===== config.mk =====
export PLATFORM = sky130hd
export DESIGN_NAME = uart_txq
export DESIGN_NICKNAME = d
export VERILOG_FILES = /design/src/rtl/uart_txq.sv
export SDC_FILE = /design/constraint.sdc
export NUM_CORES = 1
export LEC_CHECK = 0
export ABC_AREA = 1
export BUFFER_PORTS_ARGS = -buffer_cell sky130_fd_sc_hd__buf_4
export CORE_MARGIN = 2
export CORE_UTILIZATION = 40
export DETAILED_ROUTE_END_ITERATION = 16
export PLACE_DENSITY = 0.66
export SLEW_MARGIN = 25
export SYNTH_ARGS = -nofsm -noshare
export SYNTH_HDL_FRONTEND = slang
export SYNTH_SLANG_ARGS = --single-unit

===== constraint.sdc =====
create_clock -name clk -period 6 [get_ports clk]
set_clock_uncertainty 0.2 [all_clocks]
set_input_delay 0.9 -clock clk [delete_from_list [all_inputs] [get_ports clk]]
set_output_delay 0.9 -clock clk [all_outputs]
set_load 0.005 [all_outputs]

===== src/rtl/uart_txq.sv =====
module uart_txq #(
  parameter int DEPTH  = 32,
  parameter int WORD_W = 32,
  parameter int BYTE_W = 8,
  parameter int RD_W   = 5,
  parameter int THR_W  = 3
) (
  input  logic              clk,
  input  logic              rst_n,
  input  logic              wr_i,
  input  logic [WORD_W-1:0] wdata_i,
  input  logic              flush_i,
  input  logic [THR_W-1:0]  thr_sel_i,
  input  logic              tx_en_i,
  output logic [BYTE_W-1:0] out_data_o,
  output logic              out_valid_o,
  input  logic              out_ready_i,
  output logic              full_o,
  output logic              empty_o,
  output logic [RD_W-1:0]   level_o,
  output logic              wm_set_o,
  output logic              wm_clr_o,
  output logic              empty_evt_o
);
  localparam int PTR_W   = $clog2(DEPTH);
  localparam int LVL_W   = $clog2(DEPTH + 1);
  localparam int RD_MAX  = (1 << RD_W) - 1;
  localparam int TOP_THR = (DEPTH < 30) ? DEPTH : 30;

  logic [BYTE_W-1:0] mem [DEPTH];
  logic [PTR_W-1:0]  wr_ptr, rd_ptr;
  logic [LVL_W-1:0]  level, level_nxt, thr;
  logic              push_ok, pop_ok;
  logic              unused_hi;

  assign unused_hi = ^wdata_i[WORD_W-1:BYTE_W];

  always_comb begin
    case (thr_sel_i)
      3'd0:    thr = LVL_W'(1);
      3'd1:    thr = LVL_W'(4);
      3'd2:    thr = LVL_W'(8);
      3'd3:    thr = LVL_W'(16);
      default: thr = LVL_W'(TOP_THR);
    endcase
  end

  assign full_o      = (level == LVL_W'(DEPTH));
  assign empty_o     = (level == '0);
  assign out_valid_o = tx_en_i && !empty_o;
  assign out_data_o  = mem[rd_ptr];
  assign level_o     = (level > LVL_W'(RD_MAX)) ? RD_W'(RD_MAX) : RD_W'(level);

  assign push_ok = wr_i && !full_o && !flush_i;
  assign pop_ok  = out_valid_o && out_ready_i && !flush_i;

  always_comb begin
    if (flush_i)              level_nxt = '0;
    else if (push_ok && !pop_ok) level_nxt = level + 1'b1;
    else if (pop_ok && !push_ok) level_nxt = level - 1'b1;
    else                      level_nxt = level;
  end

  function automatic logic [PTR_W-1:0] bump(input logic [PTR_W-1:0] p);
    return (p == PTR_W'(DEPTH - 1)) ? '0 : p + 1'b1;
  endfunction

  always_ff @(posedge clk) begin
    if (push_ok) mem[wr_ptr] <= wdata_i[BYTE_W-1:0];
  end

  always_ff @(posedge clk or negedge rst_n) begin
    if (!rst_n) begin
      wr_ptr      <= '0;
      rd_ptr      <= '0;
      level       <= '0;
      wm_set_o    <= 1'b0;
      wm_clr_o    <= 1'b0;
      empty_evt_o <= 1'b0;
    end else begin
      if (flush_i) begin
        wr_ptr <= '0;
        rd_ptr <= '0;
      end else begin
        if (push_ok) wr_ptr <= bump(wr_ptr);
        if (pop_ok)  rd_ptr <= bump(rd_ptr);
      end
      level       <= level_nxt;
      wm_set_o    <= push_ok && (level_nxt >= thr);
      wm_clr_o    <= (level >= thr) && (level_nxt < thr);
      empty_evt_o <= (level != '0) && (level_nxt == '0);
    end
  end

  a_r2_level_bound: assert property (@(posedge clk) disable iff (!rst_n)
    level <= LVL_W'(DEPTH));
  a_r3_full_drop: assert property (@(posedge clk) disable iff (!rst_n)
    (full_o && wr_i && !out_ready_i && !flush_i) |=> full_o);
  a_r8_flush_empties: assert property (@(posedge clk) disable iff (!rst_n)
    flush_i |=> empty_o);
  a_r10_hold_disabled: assert property (@(posedge clk) disable iff (!rst_n)
    !tx_en_i |-> !out_valid_o);
  a_r11_pushpop_level: assert property (@(posedge clk) disable iff (!rst_n)
    (wr_i && !full_o && out_valid_o && out_ready_i && !flush_i) |=> level_o == $past(level_o));
  a_r5_drain_event: assert property (@(posedge clk) disable iff (!rst_n)
    empty_evt_o |-> empty_o);
  a_r6_r7_exclusive: assert property (@(posedge clk) disable iff (!rst_n)
    !(wm_set_o && wm_clr_o));
endmodule


# Word-level counts from Yosys, hierarchy flattened
# Memory sizes are Yosys's and may differ from the RTL's.
# Index checks and enable logic that the tools add are counted.
# word_totals
ff_bits,19
latchBits,0
ramBits,256
rom_bits,0
out_inout_bits,19
wordCells,55
n_memories,1
# mem_list
memory,words,width,rd,rd_clocked_by_memory_dff,write_ports,line_no,source
mem,32,8,1,0,1,30,logic [BYTE_W-1:0] mem [DEPTH];
# op_classes
add_sub_neg,4
multipliers,0
div,0
n_lt_le_gt_ge,4
eq_ne,6
shift,0
n_mux,13
bitwise,0
n_reduce_logical,21
# op_table
operator,count
5-bit 2-to-1 mux,7
5-bit one-hot mux with 4 select lines,1
6-bit 2-to-1 mux,3
6-bit greater-or-equal comparator,2
6-bit zero test,2
5-bit by 1-bit adder with 5-bit output (second input constant),2
5-bit == test (second input constant),2
1-bit logical AND,10
6-bit by 1-bit adder with 6-bit output (second input constant),1
3-bit by 2-bit == test with 1-bit output (second input constant),2
6-bit == test (second input constant),1
6-bit by 5-bit greater-than comparator with 1-bit output (second input constant),1
6-bit < comparator,1
6-bit nonzero test,1
6-bit by 1-bit subtractor with 6-bit output (second input constant),1
1-bit zero test,5
2-bit nonzero test,2
3-bit by 1-bit == test with 1-bit output (second input constant),1
3-bit zero test,1
1-bit 2-to-1 mux,2

# Longest topological paths before layout
# Gate-level depths: netlist (run 1).
# logic_depth
word_depth,11
depth_mapped,18
depth_no_buf,18

# Worst setup path before layout (run 1)
# OpenSTA, ideal clock, no wires.
# synth_path
kind,in2reg
from,input port flush_i
to,register wm_set_o
setup_ns,0.113
arrival_ns,2.410
required_ns,5.687
path_slack_ns,3.277
stages,12
path_buffers,0
path_cell_list,inv_1 -> nand3_2 -> nor2_8 -> a21oi_1 -> nand2_1 -> inv_1 -> ha_1 -> and3_1 -> a21oi_1 -> nand3_1 -> nand2_1 -> inv_1
# synth_via
elab_chain_cells,9
# synth_rtl
element,line_no,source
start: declaration,12,"input logic flush_i,"
1-bit zero test,"54, 55",
1-bit logical AND,54,assign push_ok = wr_i && !full_o && !flush_i;
1-bit zero test,60,else if (pop_ok && !push_ok) level_nxt = level - 1'b1;
1-bit logical AND,60,
6-bit 2-to-1 mux,60,
6-bit 2-to-1 mux,59,else if (push_ok && !pop_ok) level_nxt = level + 1'b1;
6-bit 2-to-1 mux *,58,if (flush_i) level_nxt = '0;
via level_nxt[4],32,"logic [LVL_W-1:0] level, level_nxt, thr;"
6-bit greater-or-equal comparator *,89,wm_set_o <= push_ok && (level_nxt >= thr);
1-bit logical AND *,89,
end signal: assignment,89,
end: declaration,21,"output logic wm_set_o,"
# The timed path passes the listed nets; every way through them passes the cells marked *.
# A chain may end at the register's enable or synchronous reset.

# Final worst setup path (run 1)
# layout_path
from,register rd_ptr[0]
to,output port out_data_o[1]
# layout_via
elab_chain_cells,1
# layout_rtl
element,line_no,source
start: declaration,31,"logic [PTR_W-1:0] wr_ptr, rd_ptr;"
start signal: assignment,86,if (pop_ok) rd_ptr <= bump(rd_ptr);
memory read 32 x 8 bit,-,
end: declaration,15,"output logic [BYTE_W-1:0] out_data_o,"
# No other way between the ends.

==> results by group, run 1 <==
Worst setup path
  – Startpoint types: flop
  – CP max FO: 64
  – R2r startpoint: level[1]
  – Worst r2r dst: mem[7][1]
  – Setup slack, reg-to-reg: a little over 3 ns
  – CP endpoint kind: primary output
  – Worst setup path endpoint: out_data_o[1]
  – CP arrival: around 3.6 ns
  – Setup crit start: rd_ptr[0]
  – Worst endpoint required time: between 4 and 5 ns
  – Kind of critical path: flop to primary output
  – Reg2reg path depth: 7

Synthesis
  – Synthesized flop and latch total: around 280
  – Cell variety after synth: 38
  – Post-Syn Area per Cell: between 10 and 15 sq um
  – Synthesized cell area: about 0.012 sq mm
  – Sequential fraction of the synthesis area: between 60% and 70%
  – Mapped Nets: between 1k and 1.5k
  – Synth warnings: 0
  – Synthesized instance count: 958

Route
  – Per-cell routed wire length: around 20 um
  – Drt first pass iters: 5
  – Met3 WL: 1680 um
  – Total Wirelength: around 27000 um
  – Initial DRC Count: approximately 710
  – DRT antenna net count: 0
  – Highest routed layer: met4
  – M1 WL: about 12000 um
  – Remaining DRCs: 0
  – DR vias/cell: between 5 and 6
  – Vias: about 7.5k
  – Met2 wire len: 13300 um

Floorplan
  – Die Y: approximately 170 um
  – Die area: 0.0305 sq mm
  – Starting Density: around two fifths
  – Ports: 60
  – Row cnt: 62
  – Die width: around 170 um
  – Core Area: 0.0287 sq mm

STA
  – Final Cycle Share: ~79%
  – Post-route setup slack: between 1 and 1.5 ns
  – Total negative slack: 0 ns
  – Hold Vio Cnt, Final: 0
  – Hold_ws: 0.427 ns
  – Achievable Freq: 0.212 GHz
  – Relative slew slack: 36.2%
  – Slew Limit Fails: 0
  – RSZ-0062 raised after global routing: no
  – Final setup fails: 0
  – Final critical-path required period: 4.72 ns
  – Slew @ Worst Pin: about 0.95 ns

Global route
  – First-pass GRT wire length: about 42000 um
  – GRT Util Overall: ~18%
  – Remaining global-route overflow: 0
  – Largest net degree at the start of global routing: a little over 90
  – Number of global-route vias before repair: approximately 7.4k
  – Initial antenna violation count: 0

Power and ir drop
  – Lkg Pwr: 4.54 nW
  – Tot Pwr: slightly above 4 mW
  – Peak VDD IR: 241 uV
  – Pwr/cell area: 315 mW/mm^2

Clock network
  – Clock sinks: around 280
  – TritonCTS clock tree: yes
  – Hold-fix buffer count after cts: 1
  – Htree depth: 1
  – Clock Tree Root: clkbuf_16
  – Clk_lat worst skew: ~0.56 ns
  – CTS max path bufs: 3
  – Setup Fix Bufs, Post-CTS: 0
  – Post-cts resize count: 0
  – Clock-pin transition on the worst setup and hold timing paths: ~0.060 ns
  – TritonCTS buffer count: 27

Placement
  – Post-DP Area: between 0.01 and 0.015 sq mm
  – Dpl cells: around 1.3k
  – I/O Buffers: 35
  – Post-place setup slack: around 1.9 ns
  – DP Wirelength: between 15000 and 20000 um
  – GPL Wtd Cong: 0.861

Worst hold path
  – Worst hold path type: flop to flop

Cells and area
  – Util after Layout: approximately 46%
  – Non-Filler Instances: between 1k and 1.5k
  – P&R area growth vs syn: 12.4%
  – Fillers: around 2.6k
  – Layout cells sized above 1: a little over a tenth
  – Multi-input logic area: 0.00309 sq mm
  – Antenna diodes: 0
  – Final instance area: approximately 0.013 sq mm
  – Layout Nets: a little over 1k
  – FF/Latch Area: just over 0.008 sq mm

Status
  – Status: complete, no violations

Run
  – Max Cap Violations: 0
==> metal layers <==
metal	vias to the layer above	global-route usage [%]
met4	0	6.11
met2	228	29.8
met1	3722	23.4
li1	3539	-
met3	55	2.83
met5	-	0
==> worst min-delay path by stage <==
stage / start / to / slack (ns) / cells after the start
after detailed placement: wr_ptr[0] / wr_ptr[0] / 0.40 / 1
final: wr_ptr[0] / wr_ptr[0] / 0.43 / 1
after floorplan: wr_ptr[0] / wr_ptr[0] / 0.33 / 1
after CTS: wr_ptr[0] / wr_ptr[0] / 0.41 / 1
after global placement: wr_ptr[0] / wr_ptr[0] / 0.39 / 1
after global routing: wr_ptr[0] / wr_ptr[0] / 0.46 / 1
==> sequential cells by signal, indices dropped and copies added (netlist names) <==
name and flops:
empty_evt_o 1, level 6, mem 256, rd_ptr 5, wm_clr_o 1, wm_set_o 1
wr_ptr 5
==> worst max-delay path, cell delays in order (launching register included) <==
cell and delay, ns:
dfrtp_4 0.70, clkinv_2 0.81, buf_4 0.51, o21ai_0 0.19, o221ai_1 0.18, a31oi_1 0.29
a21oi_1 0.17, buf_4 0.17
==> synth_stat cells, drive strengths merged <==
| library cell | number | area share (%) |
|---|---|---|
| o21bai | 2 | 0.13 |
| nand4 | 2 | 0.11 |
| nand3 | 45 | 2.3 |
| nor3 | 1 | 0.043 |
| clkbuf | 30 | 0.97 |
| a21oi | 24 | 1.1 |
| a21boi | 1 | 0.064 |
| o32ai | 1 | 0.075 |
| a31oi | 7 | 0.38 |
| o31ai | 1 | 0.064 |
| ha | 20 | 2.1 |
| or2 | 2 | 0.11 |
| inv | 44 | 1.5 |
| buf | 25 | 1.1 |
| edfxtp | 256 | 66 |
| and3 | 1 | 0.054 |
| o21ai | 146 | 6.3 |
| clkinv | 2 | 0.064 |
| xor2 | 5 | 0.38 |
| dfrtp | 19 | 4.1 |
| xnor2 | 1 | 0.075 |
| o21a | 1 | 0.064 |
| o221ai | 46 | 3.5 |
| nand2 | 65 | 2.2 |
| nor2 | 193 | 6.6 |
| o22ai | 18 | 0.97 |
==> report_power, final <==
group	switching (mW)	internal [mW]
Clock	0.731	0.921
Sequential	0.0207	2.11
Combinational	0.227	0.116
==> placed cells by master (no fill, tap or decap), types with 3 or more instances in the layout <==
cell type   synthesis  layout
edfxtp_1          256     256
nor2_1            188     188
o21ai_0           141     141
nand2_1            61      61
o221ai_1           46      46
buf_4               2      44
nand3_1            39      39
inv_1              40      39
clkbuf_16           0      27
a21oi_1            23      23
ha_1               20      20
o22ai_1            18      18
dfrtp_1            19      17
clkinv_1            2       9
a31oi_1             7       7
clkbuf_1           30       6
o21ai_1             5       5
nand3_2             5       5
xor2_1              5       5
clkinv_2            0       3
nor2_2              3       3
nand2_2             3       3
clkinvlp_4          0       3
==> layout make-up <==
| class | instances | share of cell area, % |
|---|---|---|
| flip-flops and latches | 275 | 62.3 |
| inverters | 46 | 1.37 |
| well taps | 384 | 3.67 |
| multi-input cells | 582 | 23.5 |
| clock inverters | 17 | 1.19 |
| clock buffers | 33 | 5.33 |
| repair buffers | 45 | 2.60 |
==> logic make-up after synthesis <==
kind of cell / Yosys count / synth area share (%)
buffers and inverters: 101 / 3.58
adder cells (fa/ha/maj): 20 / 2.15
XOR/XNOR: 6 / 0.450
flip-flops: 275 / 70.0
AO/OA/AOI/OAI: 247 / 12.5
AND/OR/NAND/NOR: 309 / 11.3
Power figures use the tool's default switching activity.
==> run 2, diff against run 1 <==
ABC_AREA = 0   (was 1)
clock period = 4.9 ns   (was 6 ns; I/O delays follow)
==> results by group, run 2 <==
Route
  – Vias: 5678
  – Drt first pass iters: 4
  – Per-cell routed wire length: roughly 22 um
  – Initial DRC Count: 555
  – Remaining DRCs: 0
  – DRT antenna net count: 0
  – Total Wirelength: between 20000 and 25000 um
  – DR vias/cell: 5.52

Floorplan
  – Row cnt: a little over 60
  – Die Y: between 150 and 200 um
  – Die area: around 0.030 sq mm
  – Starting Density: roughly 41%
  – Core Area: between 0.02 and 0.03 sq mm
  – Ports: 60
  – Die width: roughly 170 um

Synthesis
  – Cell variety after synth: 50
  – Share of the synthesized area in the top cell type: between 60% and 70%
  – Sequential fraction of the synthesis area: between 70% and 80%
  – Synth warnings: 0
  – Synthesized flop and latch total: approximately 280
  – Post-synth top cells: edfxtp_1, mux4_2, nor2_1, clkbuf_1, ha_1
  – Synthesized cell area: 0.0114 sq mm
  – Synthesized instance count: between 500 and 600
  – Mapped Nets: ~650
  – Primary FF master, synth: edfxtp_1
  – Ys async rst share: just under 7%
  – Post-synth EDFFs: between 200 and 300
  – Most common cell in the netlist: edfxtp_1
  – Synth top area cells: edfxtp_1, mux4_2, dfrtp_1
  – Post-Syn Area per Cell: a little under 20 sq um
  – Synth area leader: edfxtp_1

STA
  – Final critical-path required period: between 4 and 5 ns
  – Relative slew slack: 36.4%
  – Slew @ Worst Pin: 0.955 ns
  – Slew Limit Fails: 0
  – Achievable Freq: between 0.2 and 0.25 GHz
  – Final Cycle Share: 88.1%
  – Total negative slack: 0 ns
  – RSZ-0062 raised after global routing: no
  – Hold Vio Cnt, Final: 0
  – Final setup fails: 0

Worst setup path
  – Startpoint types: flop
  – CP max stage cell: dfrtp_4
  – CP max FO: between 40 and 50
  – Crit. path cell count: 5
  – Buf/Inv on CP: 2
  – Reg2reg path depth: 13
  – Kind of critical path: flop to primary output
  – CP arrival: ~3.4 ns
  – Slowest stage delay, CP: 0.96 ns
  – Crit path max-delay family: multiplexers
  – Worst endpoint required time: 3.96 ns
  – Setup slack, reg-to-reg: 0.96 ns
  – CP endpoint kind: primary output
  – Worst-path cell chain: buf_4 -> mux4_2 -> mux4_2 -> mux2_2 -> buf_4

Cells and area
  – Largest regs: mem x256, level x6
  – Commonest non-fill, non-tap cell in the layout: edfxtp_1
  – Layout Nets: between 600 and 700
  – Layout cells sized above 1: a little under 30%
  – Antenna diodes: 0
  – Most frequent cells in the layout: edfxtp_1, mux4_2, nor2_1
  – P&R area growth vs syn: 15.3%
  – Max reg flops: ~260
  – Largest Register: mem

Placement
  – I/O Buffers: 35
  – GPL Wtd Cong: about 0.85
  – DP Wirelength: about 14000 um

Worst hold path
  – WHS Path Cells: 2
  – Worst hold path type: primary input to flop

Clock network
  – Clock-pin transition on the worst setup and hold timing paths: 0.06 ns
  – Post-cts resize count: 0
  – CTS max path bufs: 3
  – Clock sinks: ~280
  – Htree depth: 1
  – TritonCTS buffer count: 28
  – Clock Tree Root: clkbuf_16
  – Setup Fix Bufs, Post-CTS: 0
  – Hold-fix buffer count after cts: 1
  – TritonCTS clock tree: yes
  – Clk_lat worst skew: about 0.53 ns

Run
  – Max Cap Violations: 0

Global route
  – First-pass GRT wire length: between 30000 and 40000 um
  – Initial antenna violation count: 0
  – Number of global-route vias before repair: between 5k and 6k
  – GRT Util Overall: between 10% and 20%
  – Largest net degree at the start of global routing: 44
  – Remaining global-route overflow: 0

Power and ir drop
  – Tot Pwr: between 5 and 6 mW
  – Pwr/cell area: roughly 440 mW/mm^2
  – Lkg Pwr: between 4 and 5 nW
  – Peak VDD IR: between 200 and 300 uV

Status
  – Status: complete, no violations
-- run 2: changes by cell type in the layout (fill, tap and decap cells not counted), moves of 7 or more --
cell,delta
nor2_1,-135
mux2_2,+8
inv_1,-26
o221ai_1,-46
o22ai_1,-17
clkinv_1,-7
mux4_2,+80
a21oi_1,-9
nand2_1,-45
o21ai_0,-133
nand3_1,-35
-- run 2: path summary, 6_finish.rpt --
path,from,endpoint
min in group asynchronous,rst_n,wm_set_o
min reg2reg,wr_ptr[0],wr_ptr[0]
min,flush_i,wr_ptr[2]
max,rd_ptr[0],out_data_o[0]
max reg2reg,level[0],wm_set_o
max in group asynchronous,rst_n,rd_ptr[0]
-- run 2: area by class of cell --
type,count,area (sq um)
fill,2351,14800
sequential,275,8170
multi-input combinational,269,3040
clock buffer,29,726
tap,378,473
timing repair buffer,41,335
clock inverter,23,328
inverter,13,48.8
-- run 2: kinds of logic (layout without fill, tap and decap cells) --
kind of cell / count (synthesis) / count (layout) / synth area share [%]
AOI/OAI and AO/OA: 42 / 42 / 2.47
xor gates and xnor gates: 6 / 6 / 0.462
adders and majority gates: 20 / 20 / 2.20
buffers and inverters: 43 / 106 / 1.54
DFF: 275 / 275 / 71.7
muxes: 93 / 93 / 17.1
and+or+nand+nor: 108 / 108 / 4.53
-- run 2: where the power goes --
part           switching [mW]  internal [mW]
Sequential             0.0867           2.60
Combinational           0.355          0.374
Clock                   0.873           1.50
-- run 2: worst register-to-register path, delay by kind of cell (launching register included) --
kind,cells,cell delay (ns)
fa+ha+maj,2,0.56
flops,1,0.47
compound gates,3,0.54
simple gates,4,1.26
mux,1,0.23
xor+xnor,1,0.17
buf+inv,2,0.41
-- run 2: routing by layer --
metal / routed length, um / GRT usage (%) / up-vias / share of wire [%]
li1: - / - / 2473 / -
met5: 0 / 0 / - / 0
met1: 9940 / 22.5 / 2974 / 44
met4: 329 / 3.25 / 0 / 1.5
met3: 1390 / 2.11 / 26 / 6.2
met2: 10800 / 24.2 / 205 / 48
-- run 2: per-stage QoR --
stage	instance area, sq um	std cells	hold slack, ns	utilization, %	setup WS [ns]
4_1_cts	13100	1028	0.312	47.0	0.500
5_1_grt	13100	1028	0.344	47.0	0.391
3_3_place_gp	12100	975	0.403	43.2	1.08
6_report	13100	1028	0.331	47.0	0.585
2_1_floorplan	11400	587	0.239	-	1.34
3_5_place_dp	12100	975	0.431	43.2	1.02
